==> config.mk <==
export PLATFORM = sky130hd
export DESIGN_NAME = dr_completion_detector
export DESIGN_NICKNAME = d
export VERILOG_FILES = /design/src/rtl/dr_pkg.sv /design/src/rtl/dr_rail_decode.sv /design/src/rtl/dr_celem.sv /design/src/rtl/dr_ctree.sv /design/src/rtl/dr_completion_detector.sv
export SDC_FILE = /design/constraint.sdc
export NUM_CORES = 1
export LEC_CHECK = 0
export BUFFER_PORTS_ARGS = -buffer_cell sky130_fd_sc_hd__buf_2
export CAP_MARGIN = 20
export CORE_UTILIZATION = 40
export CTS_BUF_LIST = sky130_fd_sc_hd__clkbuf_2
export DETAILED_ROUTE_END_ITERATION = 6
export GPL_TIMING_DRIVEN = 0
export PLACE_DENSITY = 0.68
export SYNTH_ARGS = -nofsm -noshare
export SYNTH_HDL_FRONTEND = slang
export SYNTH_SLANG_ARGS = --single-unit
export TNS_END_PERCENT = 30
==> constraint.sdc <==
create_clock -name clk -period 2.3 [get_ports clk]
set_input_delay 0.115 -clock clk [delete_from_list [all_inputs] [get_ports clk]]
set_output_delay 0.115 -clock clk [all_outputs]
set_load 0.05 [all_outputs]
==> src/rtl/dr_pkg.sv <==
package dr_pkg;
  // Number of registered tree levels for a word of w bits.
  function automatic int tree_levels(input int w);
    int lv;
    lv = 1;
    while ((1 << lv) < w) lv++;
    return lv;
  endfunction

  // Consensus element next state: all-high sets, all-low clears, else hold.
  function automatic logic c_next(input logic a, input logic b, input logic q);
    return (a & b) | (q & (a | b));
  endfunction
endpackage

==> src/rtl/dr_rail_decode.sv <==
module dr_rail_decode #(
  parameter int WIDTH = 8
) (
  input  logic [WIDTH-1:0] rail_t,
  input  logic [WIDTH-1:0] rail_f,
  output logic [WIDTH-1:0] bit_valid,
  output logic [WIDTH-1:0] bit_value,
  output logic [WIDTH-1:0] bit_illegal
);
  for (genvar i = 0; i < WIDTH; i++) begin : g_pair
    assign bit_valid[i]   = rail_t[i] | rail_f[i];
    assign bit_value[i]   = rail_t[i] & ~rail_f[i];
    assign bit_illegal[i] = rail_t[i] & rail_f[i];
  end
endmodule

==> src/rtl/dr_celem.sv <==
module dr_celem (
  input  logic clk,
  input  logic rst_n,
  input  logic in_a,
  input  logic in_b,
  output logic q,
  output logic q_nxt
);
  import dr_pkg::*;

  assign q_nxt = c_next(in_a, in_b, q);

  always_ff @(posedge clk or negedge rst_n) begin
    if (!rst_n) q <= 1'b0;
    else        q <= q_nxt;
  end
endmodule

==> src/rtl/dr_ctree.sv <==
module dr_ctree #(
  parameter int WIDTH = 8
) (
  input  logic             clk,
  input  logic             rst_n,
  input  logic [WIDTH-1:0] leaf,
  output logic             root,
  output logic             root_nxt
);
  import dr_pkg::*;

  localparam int LEVELS = tree_levels(WIDTH);
  localparam int LEAVES = 1 << LEVELS;
  localparam int NODES  = 2 * LEAVES - 1;
  localparam int INNER  = LEAVES - 1;

  // Heap layout: node 0 is the root, children of n are 2n+1 and 2n+2.
  logic [NODES-1:0] node;
  logic [INNER-1:0] node_nxt;

  for (genvar k = 0; k < LEAVES; k++) begin : g_leaf
    if (k < WIDTH) begin : g_real
      assign node[INNER + k] = leaf[k];
    end else begin : g_pad
      // Padding copies leaf 0 so it always agrees with a real input.
      assign node[INNER + k] = leaf[0];
    end
  end

  for (genvar n = 0; n < INNER; n++) begin : g_node
    dr_celem u_c (
      .clk   (clk),
      .rst_n (rst_n),
      .in_a  (node[2*n+1]),
      .in_b  (node[2*n+2]),
      .q     (node[n]),
      .q_nxt (node_nxt[n])
    );
  end

  assign root     = node[0];
  assign root_nxt = node_nxt[0];
endmodule

==> src/rtl/dr_completion_detector.sv <==
module dr_completion_detector #(
  parameter int WIDTH = 8
) (
  input  logic             clk,
  input  logic             rst_n,
  input  logic [WIDTH-1:0] rail_t,
  input  logic [WIDTH-1:0] rail_f,
  output logic [WIDTH-1:0] word_out,
  output logic             done,
  output logic             bad_code
);
  logic [WIDTH-1:0] bit_valid;
  logic [WIDTH-1:0] bit_value;
  logic [WIDTH-1:0] bit_illegal;
  logic             root_nxt;
  logic             any_illegal;
  logic             rise_ev;
  logic             word_load;
  logic [WIDTH-1:0] word_q;
  logic             bad_q;

  dr_rail_decode #(.WIDTH(WIDTH)) u_dec (
    .rail_t      (rail_t),
    .rail_f      (rail_f),
    .bit_valid   (bit_valid),
    .bit_value   (bit_value),
    .bit_illegal (bit_illegal)
  );

  dr_ctree #(.WIDTH(WIDTH)) u_tree (
    .clk      (clk),
    .rst_n    (rst_n),
    .leaf     (bit_valid),
    .root     (done),
    .root_nxt (root_nxt)
  );

  assign any_illegal = |bit_illegal;
  assign rise_ev     = root_nxt & ~done;
  assign word_load   = rise_ev & ~any_illegal;

  always_ff @(posedge clk or negedge rst_n) begin
    if (!rst_n) begin
      word_q <= '0;
      bad_q  <= 1'b0;
    end else begin
      if (word_load) word_q <= bit_value;
      bad_q <= bad_q | any_illegal;
    end
  end

  assign word_out = word_q;
  assign bad_code = bad_q;
endmodule

==> results of run 1 <==
[power by group]
part | switching, mW | internal (mW)
combinational | 0.0564 | 0.0324
clock | 0.0871 | 0.0378
sequential | 0.00524 | 0.291
[cell usage after synthesis, drive strengths merged]
cell,n
maj3,3
and2b,1
nor2b,7
nor4,1
mux2,8
o32ai,4
dfrtp,16
a22oi,4
nand2,7
o21ai,4
or3,1
[sequential cells by signal, indices dropped and copies added (netlist names)]
register,cells
bad_code,1
word_out,8
u_tree.g_node.u_c.q,7
[critical path, cell delays in order (launching register included)]
cell and delay [ns]:
dfrtp_1 0.45, nor4_4 0.62, mux2_2 0.40
[placed cells by master (no fill, tap or decap)]
| cell | count |
|---|---|
| a22oi_1 | 4 |
| and2b_1 | 1 |
| buf_2 | 27 |
| clkbuf_2 | 3 |
| clkinv_1 | 1 |
| dfrtp_1 | 16 |
| dlygate4sd3_1 | 1 |
| maj3_1 | 3 |
| mux2_2 | 8 |
| nand2_1 | 7 |
| nor2b_1 | 7 |
| nor4_4 | 1 |
| o21ai_0 | 4 |
| o32ai_1 | 4 |
| or3_1 | 1 |
[layer usage]
| layer | part of all wire | GRT usage |
|---|---|---|
| met2 | 0.53 | 0.256 |
| met5 | 0 | 0 |
| met1 | 0.44 | 0.213 |
| met3 | 0.026 | 0.0245 |
| met4 | 0.0057 | 0.0909 |
[area by class of cell]
class	instances	area (sq um)	share of cell area
Tap cell	16	20.0	0.0224
Sequential cell	16	400	0.448
Timing Repair Buffer	28	145	0.162
Multi-Input combinational cell	40	310	0.347
Clock buffer	3	15.0	0.0168
Clock inverter	1	3.75	0.00420
[path summary, 6_finish.rpt]
path / to / cells after the start / slack (ns) / from
setup reg to reg: word_out[7]$_DFFE_PN0P_ / 2 / 0.73 / u_tree.g_node[0].u_c.q$_DFF_PN0_
hold reg to reg: bad_code$_DFF_PN0_ / 1 / 0.48 / bad_code$_DFF_PN0_
min in group asynchronous: u_tree.g_node[2].u_c.q$_DFF_PN0_ / 2 / 0.25 / rst_n
max in group asynchronous: word_out[6]$_DFFE_PN0P_ / 2 / 1.80 / rst_n
hold / removal: u_tree.g_node[3].u_c.q$_DFF_PN0_ / 3 / 0.07 / rail_t[0]
setup / recovery: word_out[7]$_DFFE_PN0P_ / 2 / 0.73 / u_tree.g_node[0].u_c.q$_DFF_PN0_
[logic make-up after synthesis]
| family | Yosys count | share of synthesized area |
|---|---|---|
| AND/OR/NAND/NOR | 17 | 0.148 |
| flip-flops | 16 | 0.563 |
| AO/OA/AOI/OAI | 12 | 0.120 |
| multiplexers | 8 | 0.127 |
| adder cells (fa/ha/maj) | 3 | 0.0423 |
[per-stage QoR]
stage                     hold slack [ns]   util
after detailed placement           0.0517  0.549
after global placement             0.0516  0.549
final                              0.0728  0.567
after floorplan                    -0.181      -
after global routing               0.0715  0.567
after CTS                          0.0565  0.567
==> qor.txt, run 1 <==
Outcome - finished with violations
Violated checks - DRC
Share of the synthesized area in the top cell type - 0.563
Final hold violation count - 0
Drt wl/cell - 13.5 um
Number of global-route vias before repair - 507
Design Power - 0.510 mW
Initial antenna violation count - 0
Total gr overflow - 0
Kind of start point of the critical path - flip-flop
Routed Antenna Nets - 0
Fraction of layout cells with a size suffix above 1 - 0.443
Post-Syn Instances - 56
Post-CTS Hold Fix Bufs - 1
Kind of critical path - reg2reg
Synth area leaders - dfrtp_1 (56%), mux2_2 (13%), nor2b_1 (6.2%)
Sequential fraction of the synthesis area - 0.563
Unrepaired setup endpoints after global routing - false
F_max - 0.635 GHz
Clock Path Buffers - 2
Dpl cells - 99
Pre-Repair DR Iteration Count - 6
I/O Buffers - 27
Synth Cell Area - 711 sq um
Syn-to-layout area delta - 25.9%
Post-Syn Nets - 74
Static Leak - 0.417 nW
First-pass GRT wire length - 2.22 mm
CORE AREA - 0.00158 sq mm
Syn Area/Cell - 12.7 sq um
Worst-Skew Late Latency - 0.28 ns
Min cycle time layout - 1.57 ns
Crit. End Element - flip-flop
DRT iter0 DRCs - 12
Inserted Clock Buffers - 3
Worst-path clk slew - 0.15 ns
GPL Wtd Cong - 0.726
HP Class - in2reg
Fin area - 895 sq um
Via count - 573
Die X-Extent - 44.2 um
Yosys warning count - 0
Placed cell areas - 866 sq um
Relative slew margins - 0.580
DP Worst Slack - 0.585 ns
WP data required - 2.49 ns
Final setup skew - 0.00261 ns
Netlist cell types - 11
Fin nets - 107
Max Cap Viol - 0
Rows - 14
CP Max Fanout - 8
Clock sink count - 16
Final worst slack - 0.726 ns
CTS resizes - 0
DRC viols - 1
Largest net degree at the start of global routing - 17
Power density over the cells - 570 mW/mm^2
Max Slew Vio Count - 0
Tightest Pin Transition - 0.626 ns
CTS root buffer - clkbuf_2
H-tree depth - 1
Dominant cell type by area after synthesis - dfrtp_1
Non-Filler Instances - 104
# IOs - 28
Die ar. - 0.00195 sq mm
Diode count - 0
# setup viols final - 0
Die Y - 44.2 um
GRT Overall Usage - 0.162
Peak supply drop - 359 uV
FILL cells - 143
Final TNS setup - 0 ns
Post-CTS Setup Bufs - 0
Starting density of the core - 0.451
Detail Placement HPWL - 1.04 mm
Worst Path Arrival - 1.76 ns
Drt total wl - 1.40 mm
Period Utilization, post-route - 0.684
CTS tree - yes
Average vias per placed instance - 5.51
FF+latch count, synth - 16
Note: power is estimated with default switching activity, not from simulation.
==> inputs of run 2 (changes only) <==
==> constraint.sdc (replaced) <==
create_clock -name clk -period 1.64 [get_ports clk]
set_input_delay 0.082 -clock clk [delete_from_list [all_inputs] [get_ports clk]]
set_output_delay 0.082 -clock clk [all_outputs]
set_load 0.05 [all_outputs]
==> run 2 against run 1 <==
  * The flow still finishes with violations (DRC)
  * Highest routed layer unchanged
  * Register-to-register slack lost 0.51 ns
  * Clock skew is 0.0024 ns higher
  * Largest power group unchanged
  * Combinational power up 40%
  * Via count rose by 0.17%
  * Critical endpoint is now word_out[0]$_DFFE_PN0P_
==> qor.txt, run 2 (synthesized netlist as in run 1, its figures left out) <==
Outcome - finished with violations
Violated checks - DRC
First-pass GRT wire length - 2.22 mm (unchanged)
Critical hold path startpoint - rail_t[0]
Most frequent cells in the layout - buf_2 (27), dfrtp_1 (16), mux2_2 (8)
Diode count - 0 (unchanged)
Die ar. - 0.00195 sq mm (unchanged)
Total gr overflow - 0 (unchanged)
Crit path buf inv count - 1 (+1)
Crit. End Element - flip-flop
Placed cell areas - 866 sq um (unchanged)
CP Max Fanout - 5 (-3)
Power density over the cells - 785 mW/mm^2 (+38%)
CORE AREA - 0.00158 sq mm (unchanged)
CTS root buffer - clkbuf_2
Sw frac - 0.290 (-0.00150)
# setup viols final - 0 (unchanged)
Unrepaired setup endpoints after global routing - false
Inserted Clock Buffers - 3 (unchanged)
Clock sink count - 16 (unchanged)
Peak supply drop - 499 uV (+39%)
Relative slew margins - 0.766 (+0.187)
Kind of critical path - reg2reg
GRT Overall Usage - 0.162 (unchanged)
Final TNS setup - 0 ns (unchanged)
Fin area - 910 sq um (+1.7%)
Average vias per placed instance - 5.42 (-1.7%)
Clock power share - 0.243 (-0.002)
Die X-Extent - 44.2 um (unchanged)
Hold Path Stages - 3 (unchanged)
Worst Path Arrival - 1.61 ns (-0.15 ns)
Worst-path clk slew - 0.15 ns (about the same)
R2r worst-path depth - 4 (+2)
Initial antenna violation count - 0 (unchanged)
Hold Path End - u_tree.g_node[3].u_c.q$_DFF_PN0_
Period Utilization, post-route - 0.870 (+0.185)
Sw Pwr - 0.207 mW (+39%)
H-tree depth - 1 (unchanged)
Internal - 0.507 mW (+40%)
CP cell instances - nand2_1 > nor4_4 > buf_4 > mux2_2
Syn-to-layout area delta - 28.0%
Max reg flops - 8 (unchanged)
Tightest Pin Transition - 0.350 ns (-0.276 ns)
Fraction of layout cells with a size suffix above 1 - 0.456 (+0.0124)
Rows - 14 (unchanged)
Max Cap Viol - 0 (unchanged)
Final setup skew - 0.00499 ns (+0.00239 ns)
CTS resizes - 0 (unchanged)
Pre-Repair DR Iteration Count - 6 (unchanged)
Most common cell after layout, fill and taps aside - buf_2
Seq pwr share - 0.582 (about the same)
Clock Path Buffers - 2 (unchanged)
Worst-Skew Late Latency - 0.28 ns (about the same)
Max Slew Vio Count - 0 (unchanged)
GPL Wtd Cong - 0.726 (unchanged)
# IOs - 28 (unchanged)
WP data required - 1.82 ns (-0.67 ns)
F_max - 0.701 GHz (+10%)
Via count - 574 (+0.17%)
Static Leak - 0.428 nW (+2.7%)
Starting density of the core - 0.451 (unchanged)
Combinational power share - 0.174 (about the same)
Largest net degree at the start of global routing - 17 (unchanged)
RR Startpoint - u_tree.g_node[2].u_c.q$_DFF_PN0_
Final hold violation count - 0 (unchanged)
Min cycle time layout - 1.43 ns (-0.148 ns)
HP Class - in2reg
Drt total wl - 1.40 mm (-0.14%)
Critical path startpoint - u_tree.g_node[2].u_c.q$_DFF_PN0_
Drt wl/cell - 13.2 um (-2.0%)
Routed Antenna Nets - 0 (unchanged)
DRT iter0 DRCs - 12 (unchanged)
Slowest stage cell, crit path - dfrtp_1
Setup slack, reg-to-reg - 0.21 ns (-0.51 ns)
Number of global-route vias before repair - 507 (unchanged)
I/O Buffers - 27 (unchanged)
Die Y - 44.2 um (unchanged)
Largest stage delay, worst path - 0.41 ns (-0.21 ns)
Kind of start point of the critical path - flip-flop
Detail Placement HPWL - 1.04 mm (unchanged)
Worst r2r dst - word_out[0]$_DFFE_PN0P_
DRC viols - 1 (unchanged)
Worst path top cell family by delay - flip-flops
Fin nets - 109 (+1.9%)
CTS tree - yes
==> run 2: cell types whose count changed in the layout (fill, tap and decap cells not counted), sizes merged <==
cell,before,now
buf,27,29
==> run 2: routing by layer <==
| layer | wire length (um) | track usage |
|---|---|---|
| met1 | 608 | 0.213 |
| met2 | 750 | 0.256 |
| met3 | 32 | 0.0245 |
| met4 | 8 | 0.0909 |
| met5 | 0 | 0 |
==> run 2: how the worst max path moves through the flow <==
stage / end / slack, ns / cells past startpoint
2_1_floorplan: word_out[0]$_DFFE_PN0P_ / 0.02 / 2
4_1_cts: word_out[6]$_DFFE_PN0P_ / 0.05 / 2
3_5_place_dp: word_out[4]$_DFFE_PN0P_ / -0.04 / 5
6_report: word_out[0]$_DFFE_PN0P_ / 0.21 / 4
3_3_place_gp: word_out[5]$_DFFE_PN0P_ / -0.02 / 5
5_1_grt: word_out[2]$_DFFE_PN0P_ / 0.13 / 4
==> run 2: tightest hold or removal path: stages <==
cell and delay [ns]:
buf_2 0.09, o32ai_1 0.06, nand2_1 0.06
==> run 2: timing repair <==
action	CTS	global route
endpoints found under the setup margin	0	6
buffers inserted	0	2
hold buffers	1	0
endpoints found under the hold margin	16	0
==> run 2: area by class of cell <==
type | instances | area, sq um
Multi-Input combinational cell | 40 | 310
Clock inverter | 1 | 3.75
Timing Repair Buffer | 30 | 160
Tap cell | 16 | 20.0
Fill cell | 142 | 667
Clock buffer | 3 | 15.0
Sequential cell | 16 | 400
==> run 2: power by group through the flow <==
| stage | logic (mW) | clock network (mW) | registers, mW |
|---|---|---|---|
| global placement | 0.121 | 0 | 0.423 |
| global route | 0.136 | 0.194 | 0.418 |
| detailed placement | 0.123 | 0 | 0.423 |
| CTS | 0.126 | 0.186 | 0.416 |
| finish | 0.124 | 0.174 | 0.416 |
| floorplan | 0.0345 | 0 | 0.458 |
==> run 2: metrics by stage <==
step           utilization  setup WS [ns]  power (mW)  hold WS [ns]  std cells
2_1_floorplan            -         0.0240       0.492        -0.214         56
3_3_place_gp         0.549        -0.0172       0.545        0.0186         99
3_5_place_dp         0.549        -0.0416       0.547        0.0187         99
4_1_cts              0.567         0.0458       0.728        0.0235        104
5_1_grt              0.577          0.127       0.747        0.0385        106
6_report             0.577          0.214       0.714        0.0433        106
